===== src/rtl/pt_walk_pkg.sv =====
package pt_walk_pkg;

  localparam logic [1:0] ACC_READ  = 2'b00;
  localparam logic [1:0] ACC_WRITE = 2'b01;
  localparam logic [1:0] ACC_EXEC  = 2'b10;

  localparam logic [1:0] PERM_NONE = 2'b00;
  localparam logic [1:0] PERM_RO   = 2'b01;
  localparam logic [1:0] PERM_RW   = 2'b10;
  localparam logic [1:0] PERM_XO   = 2'b11;

  typedef enum logic [1:0] {
    WS_OK       = 2'b00,
    WS_NOTVALID = 2'b01,
    WS_PROT     = 2'b10
  } walk_status_e;

  typedef enum logic [1:0] {
    S_IDLE = 2'd0,
    S_MST  = 2'd1,
    S_SEC  = 2'd2,
    S_WB   = 2'd3
  } walk_state_e;

  // Permission decision: one allowed access kind set per permission code.
  function automatic logic perm_allows(input logic [1:0] perm, input logic [1:0] acc);
    logic ok;
    unique case (perm)
      PERM_RO: ok = (acc == ACC_READ);
      PERM_RW: ok = (acc == ACC_READ) || (acc == ACC_WRITE);
      PERM_XO: ok = (acc == ACC_EXEC);
      default: ok = 1'b0;
    endcase
    return ok;
  endfunction

  // Whether an allowed access marks the entry as referenced / modified.
  function automatic logic acc_marks_ref(input logic [1:0] acc);
    return (acc == ACC_READ) || (acc == ACC_WRITE);
  endfunction

  function automatic logic acc_marks_mod(input logic [1:0] acc);
    return (acc == ACC_WRITE);
  endfunction

endpackage


===== src/rtl/pt_va_split.sv =====
module pt_va_split #(
  parameter int MIDX_W = 12,
  parameter int SIDX_W = 8,
  parameter int OFF_W  = 12,
  parameter int PFN_W  = 20,
  localparam int VA_W  = MIDX_W + SIDX_W + OFF_W,
  localparam int PA_W  = PFN_W + OFF_W
) (
  input  logic [VA_W-1:0]  vaddr,
  input  logic [PA_W-1:0]  root_base,
  input  logic [PFN_W-1:0] tbl_frame,
  output logic [PA_W-1:0]  mst_addr,
  output logic [PA_W-1:0]  sec_addr,
  output logic [OFF_W-1:0] page_off
);
  localparam int MSCALE_W = MIDX_W + 2;
  localparam int SSCALE_W = SIDX_W + 2;

  logic [MIDX_W-1:0] midx;
  logic [SIDX_W-1:0] sidx;
  logic [MSCALE_W-1:0] midx_bytes;
  logic [SSCALE_W-1:0] sidx_bytes;

  assign midx     = vaddr[VA_W-1 -: MIDX_W];
  assign sidx     = vaddr[OFF_W +: SIDX_W];
  assign page_off = vaddr[OFF_W-1:0];

  assign midx_bytes = {midx, 2'b00};
  assign sidx_bytes = {sidx, 2'b00};

  assign mst_addr = root_base + PA_W'(midx_bytes);
  assign sec_addr = {tbl_frame, {OFF_W{1'b0}}} + PA_W'(sidx_bytes);
endmodule


===== src/rtl/pt_pte_eval.sv =====
module pt_pte_eval
  import pt_walk_pkg::*;
#(
  parameter int PFN_W  = 20,
  parameter int DATA_W = 32
) (
  input  logic [DATA_W-1:0] pte,
  input  logic [1:0]        acc,
  output logic              pte_valid,
  output logic              allowed,
  output logic [DATA_W-1:0] pte_next,
  output logic              pte_changed,
  output logic [PFN_W-1:0]  pfn
);
  localparam int B_PERM  = PFN_W;
  localparam int B_MOD   = PFN_W + 2;
  localparam int B_REF   = PFN_W + 3;
  localparam int B_VALID = PFN_W + 4;

  logic [1:0] perm;

  assign pfn       = pte[PFN_W-1:0];
  assign perm      = pte[B_PERM +: 2];
  assign pte_valid = pte[B_VALID];
  assign allowed   = perm_allows(perm, acc);

  always_comb begin
    pte_next = pte;
    if (acc_marks_ref(acc)) pte_next[B_REF] = 1'b1;
    if (acc_marks_mod(acc)) pte_next[B_MOD] = 1'b1;
  end

  assign pte_changed = (pte_next != pte);
endmodule


===== src/rtl/pt_walker.sv =====
module pt_walker
  import pt_walk_pkg::*;
#(
  parameter int MIDX_W = 12,
  parameter int SIDX_W = 8,
  parameter int OFF_W  = 12,
  parameter int PFN_W  = 20,
  parameter int DATA_W = 32,
  localparam int VA_W  = MIDX_W + SIDX_W + OFF_W,
  localparam int PA_W  = PFN_W + OFF_W
) (
  input  logic              clk,
  input  logic              rst_n,
  input  logic              req_valid,
  input  logic [VA_W-1:0]   req_vaddr,
  input  logic [1:0]        req_acc,
  input  logic [PA_W-1:0]   root_base,
  output logic              busy,
  output logic              done,
  output logic [1:0]        rsp_status,
  output logic [PA_W-1:0]   rsp_paddr,
  output logic              mem_req,
  output logic              mem_we,
  output logic [PA_W-1:0]   mem_addr,
  output logic [DATA_W-1:0] mem_wdata,
  input  logic              mem_ack,
  input  logic [DATA_W-1:0] mem_rdata
);
  localparam int B_VALID = PFN_W + 4;

  walk_state_e state;
  logic [VA_W-1:0]  vaddr_q;
  logic [1:0]       acc_q;

  logic [VA_W-1:0]  va_sel;
  logic [PA_W-1:0]  mst_addr;
  logic [PA_W-1:0]  sec_addr;
  logic [OFF_W-1:0] page_off;

  logic              pte_valid;
  logic              allowed;
  logic [DATA_W-1:0] pte_next;
  logic              pte_changed;
  logic [PFN_W-1:0]  pfn;

  // Named events for the checker.
  logic ev_accept;
  logic ev_mst_fault;
  logic ev_sec_fault;
  logic ev_prot_fault;
  logic ev_writeback;
  logic ev_finish_ok;

  assign va_sel = (state == S_IDLE) ? req_vaddr : vaddr_q;

  pt_va_split #(
    .MIDX_W(MIDX_W), .SIDX_W(SIDX_W), .OFF_W(OFF_W), .PFN_W(PFN_W)
  ) u_split (
    .vaddr     (va_sel),
    .root_base (root_base),
    .tbl_frame (mem_rdata[PFN_W-1:0]),
    .mst_addr  (mst_addr),
    .sec_addr  (sec_addr),
    .page_off  (page_off)
  );

  pt_pte_eval #(
    .PFN_W(PFN_W), .DATA_W(DATA_W)
  ) u_eval (
    .pte         (mem_rdata),
    .acc         (acc_q),
    .pte_valid   (pte_valid),
    .allowed     (allowed),
    .pte_next    (pte_next),
    .pte_changed (pte_changed),
    .pfn         (pfn)
  );

  assign ev_accept     = (state == S_IDLE) && req_valid;
  assign ev_mst_fault  = (state == S_MST) && mem_ack && !mem_rdata[B_VALID];
  assign ev_sec_fault  = (state == S_SEC) && mem_ack && !pte_valid;
  assign ev_prot_fault = (state == S_SEC) && mem_ack && pte_valid && !allowed;
  assign ev_writeback  = (state == S_SEC) && mem_ack && pte_valid && allowed && pte_changed;
  assign ev_finish_ok  = ((state == S_SEC) && mem_ack && pte_valid && allowed && !pte_changed)
                       || ((state == S_WB) && mem_ack);

  always_ff @(posedge clk or negedge rst_n) begin
    if (!rst_n) begin
      state      <= S_IDLE;
      vaddr_q    <= '0;
      acc_q      <= '0;
      busy       <= 1'b0;
      done       <= 1'b0;
      rsp_status <= WS_OK;
      rsp_paddr  <= '0;
      mem_req    <= 1'b0;
      mem_we     <= 1'b0;
      mem_addr   <= '0;
      mem_wdata  <= '0;
    end else begin
      done <= 1'b0;
      unique case (state)
        S_IDLE: begin
          if (req_valid) begin
            vaddr_q  <= req_vaddr;
            acc_q    <= req_acc;
            busy     <= 1'b1;
            mem_req  <= 1'b1;
            mem_we   <= 1'b0;
            mem_addr <= mst_addr;
            state    <= S_MST;
          end
        end
        S_MST: begin
          if (mem_ack) begin
            if (!mem_rdata[B_VALID]) begin
              mem_req    <= 1'b0;
              busy       <= 1'b0;
              done       <= 1'b1;
              rsp_status <= WS_NOTVALID;
              rsp_paddr  <= '0;
              state      <= S_IDLE;
            end else begin
              mem_addr <= sec_addr;
              state    <= S_SEC;
            end
          end
        end
        S_SEC: begin
          if (mem_ack) begin
            if (!pte_valid || !allowed) begin
              mem_req    <= 1'b0;
              busy       <= 1'b0;
              done       <= 1'b1;
              rsp_status <= pte_valid ? WS_PROT : WS_NOTVALID;
              rsp_paddr  <= '0;
              state      <= S_IDLE;
            end else if (pte_changed) begin
              mem_we    <= 1'b1;
              mem_wdata <= pte_next;
              rsp_paddr <= {pfn, page_off};
              state     <= S_WB;
            end else begin
              mem_req    <= 1'b0;
              busy       <= 1'b0;
              done       <= 1'b1;
              rsp_status <= WS_OK;
              rsp_paddr  <= {pfn, page_off};
              state      <= S_IDLE;
            end
          end
        end
        S_WB: begin
          if (mem_ack) begin
            mem_req    <= 1'b0;
            mem_we     <= 1'b0;
            busy       <= 1'b0;
            done       <= 1'b1;
            rsp_status <= WS_OK;
            state      <= S_IDLE;
          end
        end
        default: state <= S_IDLE;
      endcase
    end
  end
endmodule


===== config.mk =====
export PLATFORM = sky130hd
export DESIGN_NAME = pt_walker
export DESIGN_NICKNAME = d
export VERILOG_FILES = /design/src/rtl/pt_walk_pkg.sv /design/src/rtl/pt_va_split.sv /design/src/rtl/pt_pte_eval.sv /design/src/rtl/pt_walker.sv
export SDC_FILE = /design/constraint.sdc
export NUM_CORES = 1
export LEC_CHECK = 0
export CORE_MARGIN = 1
export CORE_UTILIZATION = 38
export DETAILED_ROUTE_END_ITERATION = 12
export GPL_TIMING_DRIVEN = 0
export PLACE_DENSITY = 0.66
export SLEW_MARGIN = 20
export SYNTH_ARGS = -nofsm -noshare
export SYNTH_HDL_FRONTEND = slang
export SYNTH_SLANG_ARGS = --single-unit
export TNS_END_PERCENT = 1

===== constraint.sdc =====
create_clock -name clk -period 4.9 [get_ports clk]
set_clock_uncertainty 0.05 [all_clocks]
set_input_delay 1.225 -clock clk [delete_from_list [all_inputs] [get_ports clk]]
set_output_delay 1.225 -clock clk [all_outputs]
set_load 0.005 [all_outputs]

==> results.yml <==
power:
  vdd_ir_drop_max_v: 0.000299
  power.density_nw_per_um2: 577
  finalPower_w: 0.00576
  p_leak_nw: 4.35
run_status:
  status: "complete, no violations"
critical_path:
  crit_slowest_cell: "o21ai_1"
  cp-start-kind: "register"
  rr_endpoint: "mem_addr[24]$_DFFE_PN0P_"
  worstReg2RegStart: "state[0]$_DFFE_PN0P_"
  crit_path_end_kind: "register"
  crit_arrival_ns: 4.32
  critPathMaxStageDelay_ns: 0.77
  crit_path_cell_trace: "inv_1 -> ha_1 -> buf_2 -> buf_1 -> mux2_2 -> ha_1 -> inv_1 -> fa_1 -> nand2b_1 -> a21oi_1 -> o21ai_1 -> a211oi_1 -> xnor2_1 -> o21ai_0"
  rrSetupSlack_ns: 0.81
  r2r.worst_path.cells: 14
  path_class: "register to register"
  required_ns: 5.12
  crit_fanout: 10
finish:
  post-route-util_pct: 55.6
  area_growth_pct: 43.4
  drive_above_1_share_pct: 15.6
  fin_cells: 1076
  antenna_cells: 0
  nFillCells: 1549
  final_area_um2: 9980
  fin_nets: 955
cts:
  h-tree-depth: 4
  insertion_delay_ns: 0.42
  cts_root_buffer: "clkbuf_16"
  clockBufferDepth: 2
  cts_tree: "yes"
  clock-sinks: 137
  clkSlewWorstSetupHoldPaths_ns: 0.06
  cts_hold_buf: 0
  cts_setup_buffers: 0
  cts_buffers: 17
  cts-resized-gates: 0
grt:
  grt_pass1_vias: 5745
  grt_max_degree: 79
  use_met3_pct: 4.30
  use_met2_pct: 36.6
  grt_overflow: 0
  met1_usage_pct: 27.6
  grt-busiest-layer: "met2"
  grtUsageTotal_pct: 21.7
  grt_antenna_before_repair: 0
  grt_pass1_wl_mm: 30.7
synth:
  synthArstFlopShare_pct: 100
  ys_seq_area_share_pct: 49.3
  synth-seq-cells: 137
  yosysWarnings: 0
  avgSynthCellArea_um2: 11.4
  synth_cells: 612
  synth.distinct_cells: 54
  synth_fp_nets: 732
  ys.flop_type: "dfrtp_1"
  mappedNetlistArea_um2: 6960
  synth_edf_count: 0
timing:
  rsz0062_at_grt: "no"
  relSlewSlack_pct: 34.5
  fmax_ghz: 0.244
  fin_crit_sh_pct: 83.5
  tightest_slew_ns: 0.976
  final.min_clock_period_ns: 4.09
  hold_viol_final: 0
  holdWs_ns: 0.429
  final_max_slew_viol_count: 0
  setup_violations: 0
drt:
  route.detailed.wl_per_inst_um: 18.3
  drc: 0
  vias: 5645
  wirelength_mm: 19.7
  dr.pass1.iters: 5
  viasPerCell: 5.25
  first_iter_violations: 333
  ant_nets: 0
min_path:
  hold_depth: 1
  hold_path_end: "mem_wdata[24]$_DFFE_PN0P_"
  min_from: "mem_wdata[24]$_DFFE_PN0P_"
  hold_path_class: "register to register"
placement:
  placedCellCount: 1045
  port_buffers: 203
  hpwl_mm: 14.8
  placed_area_um2: 9310
  gp_congestion: 0.857
floorplanning:
  die_x_um: 137
  initial_core_util_pct: 38.7
  pin_count: 204
  core-area_um2: 18000
  die_area_um2: 18900
  die_h_um: 137
  std_cell_rows: 49
job:
  maxCapViolCount: 0
[critical path: cells and delay by family (launching register included)]
family	cells	cell delay, ns
AND/OR/NAND/NOR	1	0.14
buffers and inverters	4	1.00
flip-flops	1	0.40
XOR/XNOR	1	0.23
adder cells (fa/ha/maj)	3	0.57
AO/OA/AOI/OAI	4	1.15
multiplexers	1	0.41
[how the worst max path moves through the flow]
| stage | slack, ns | end | startpoint | cells past startpoint |
|---|---|---|---|---|
| after global routing | 0.52 | mem_addr[14]$_DFFE_PN0P_ | state[0]$_DFFE_PN0P_ | 14 |
| after floorplan | 1.50 | mem_addr[23]$_DFFE_PN0P_ | state[0]$_DFFE_PN0P_ | 12 |
| after detailed placement | 0.76 | mem_addr[24]$_DFFE_PN0P_ | state[0]$_DFFE_PN0P_ | 14 |
| after global placement | -2.83 | rsp_paddr[8]$_DFFE_PN0P_ | rst_n | 1 |
| final | 0.81 | mem_addr[24]$_DFFE_PN0P_ | state[0]$_DFFE_PN0P_ | 14 |
| after CTS | 0.76 | mem_addr[24]$_DFFE_PN0P_ | state[0]$_DFFE_PN0P_ | 14 |
[stage by stage]
| stage | setup TNS (ns) | worst slack, ns |
|---|---|---|
| 2_1_floorplan | 0 | 1.50 |
| 4_1_cts | 0 | 0.755 |
| 6_report | 0 | 0.806 |
| 3_3_place_gp | -386.45 | -2.83 |
| 3_5_place_dp | 0 | 0.763 |
| 5_1_grt | 0 | 0.524 |
[routing by layer]
layer	routed length (um)	share of wire (%)
met4	345	1.8
met3	1180	6.0
met2	9720	49
met5	0	0
met1	8410	43
[cells in the final DEF, fill, tap and decap left out, drive strengths merged, types with 4 or more instances in the layout]
master / netlist / routed
nand3: 8 / 8
nand2: 81 / 81
clkdlybuf4s50: 0 / 202
dfrtp: 137 / 137
ha: 17 / 17
nand4: 6 / 6
a21oi: 26 / 26
nand2b: 7 / 7
o211ai: 9 / 9
buf: 19 / 21
xor2: 10 / 10
nor2: 20 / 20
mux2i: 22 / 22
xnor2: 15 / 15
a22o: 21 / 21
mux2: 78 / 78
a21o: 4 / 4
and4: 4 / 4
a211oi: 5 / 5
clkbuf: 17 / 35
inv: 11 / 14
bufinv: 0 / 6
o21ai: 46 / 46
and3: 5 / 5
o221ai: 12 / 12
[report_power, final]
group,switching (W),internal [W],leakage (nW)
registers,0.000200,0.00150,1.77
logic,0.00131,0.00128,2.26
clock network,0.000509,0.000960,0.323
[logic make-up after synthesis]
family | after synthesis | synth area share (%)
adder cells (fa/ha/maj) | 18 | 3.34
AND/OR/NAND/NOR | 151 | 10.3
XOR/XNOR | 25 | 3.15
buffers and inverters | 47 | 3.38
flip-flops | 137 | 49.3
AO/OA/AOI/OAI | 134 | 13.4
multiplexers | 100 | 17.1
[registers in the layout, indices dropped and copies added (netlist names)]
name,count
done,1
rsp_status,2
vaddr_q,32
mem_addr,32
mem_we,1
state,2
acc_q,2
rsp_paddr,32
mem_wdata,32
mem_req,1
[synthesized netlist by cell type (all sizes together), types with 6 or more instances]
library cell    n  area, um2
dfrtp         137       3430
nand2          81        304
mux2           78        968
o21ai          46        241
a21oi          26        130
mux2i          22        220
a22o           21        184
nor2           20       75.1
buf            19        129
clkbuf         17       65.1
ha             17        213
xnor2          15        131
o221ai         12        105
inv            11       41.3
xor2           10       87.6
o211ai          9       72.6
nand3           8       52.6
nand2b          7       43.8
nand4           6       37.5
[cell type report]
| cell class | count | area (um2) | share of cell area (%) |
|---|---|---|---|
| timing repair buffer | 204 | 2060 | 20.7 |
| inverter | 11 | 41.3 | 0.414 |
| tap | 229 | 287 | 2.87 |
| multi-input combinational | 428 | 3290 | 33.0 |
| clock buffer | 18 | 429 | 4.30 |
| buffer | 36 | 194 | 1.94 |
| sequential | 137 | 3430 | 34.3 |
| clock inverter | 13 | 243 | 2.43 |
Note: power is estimated with default switching activity, not from simulation.
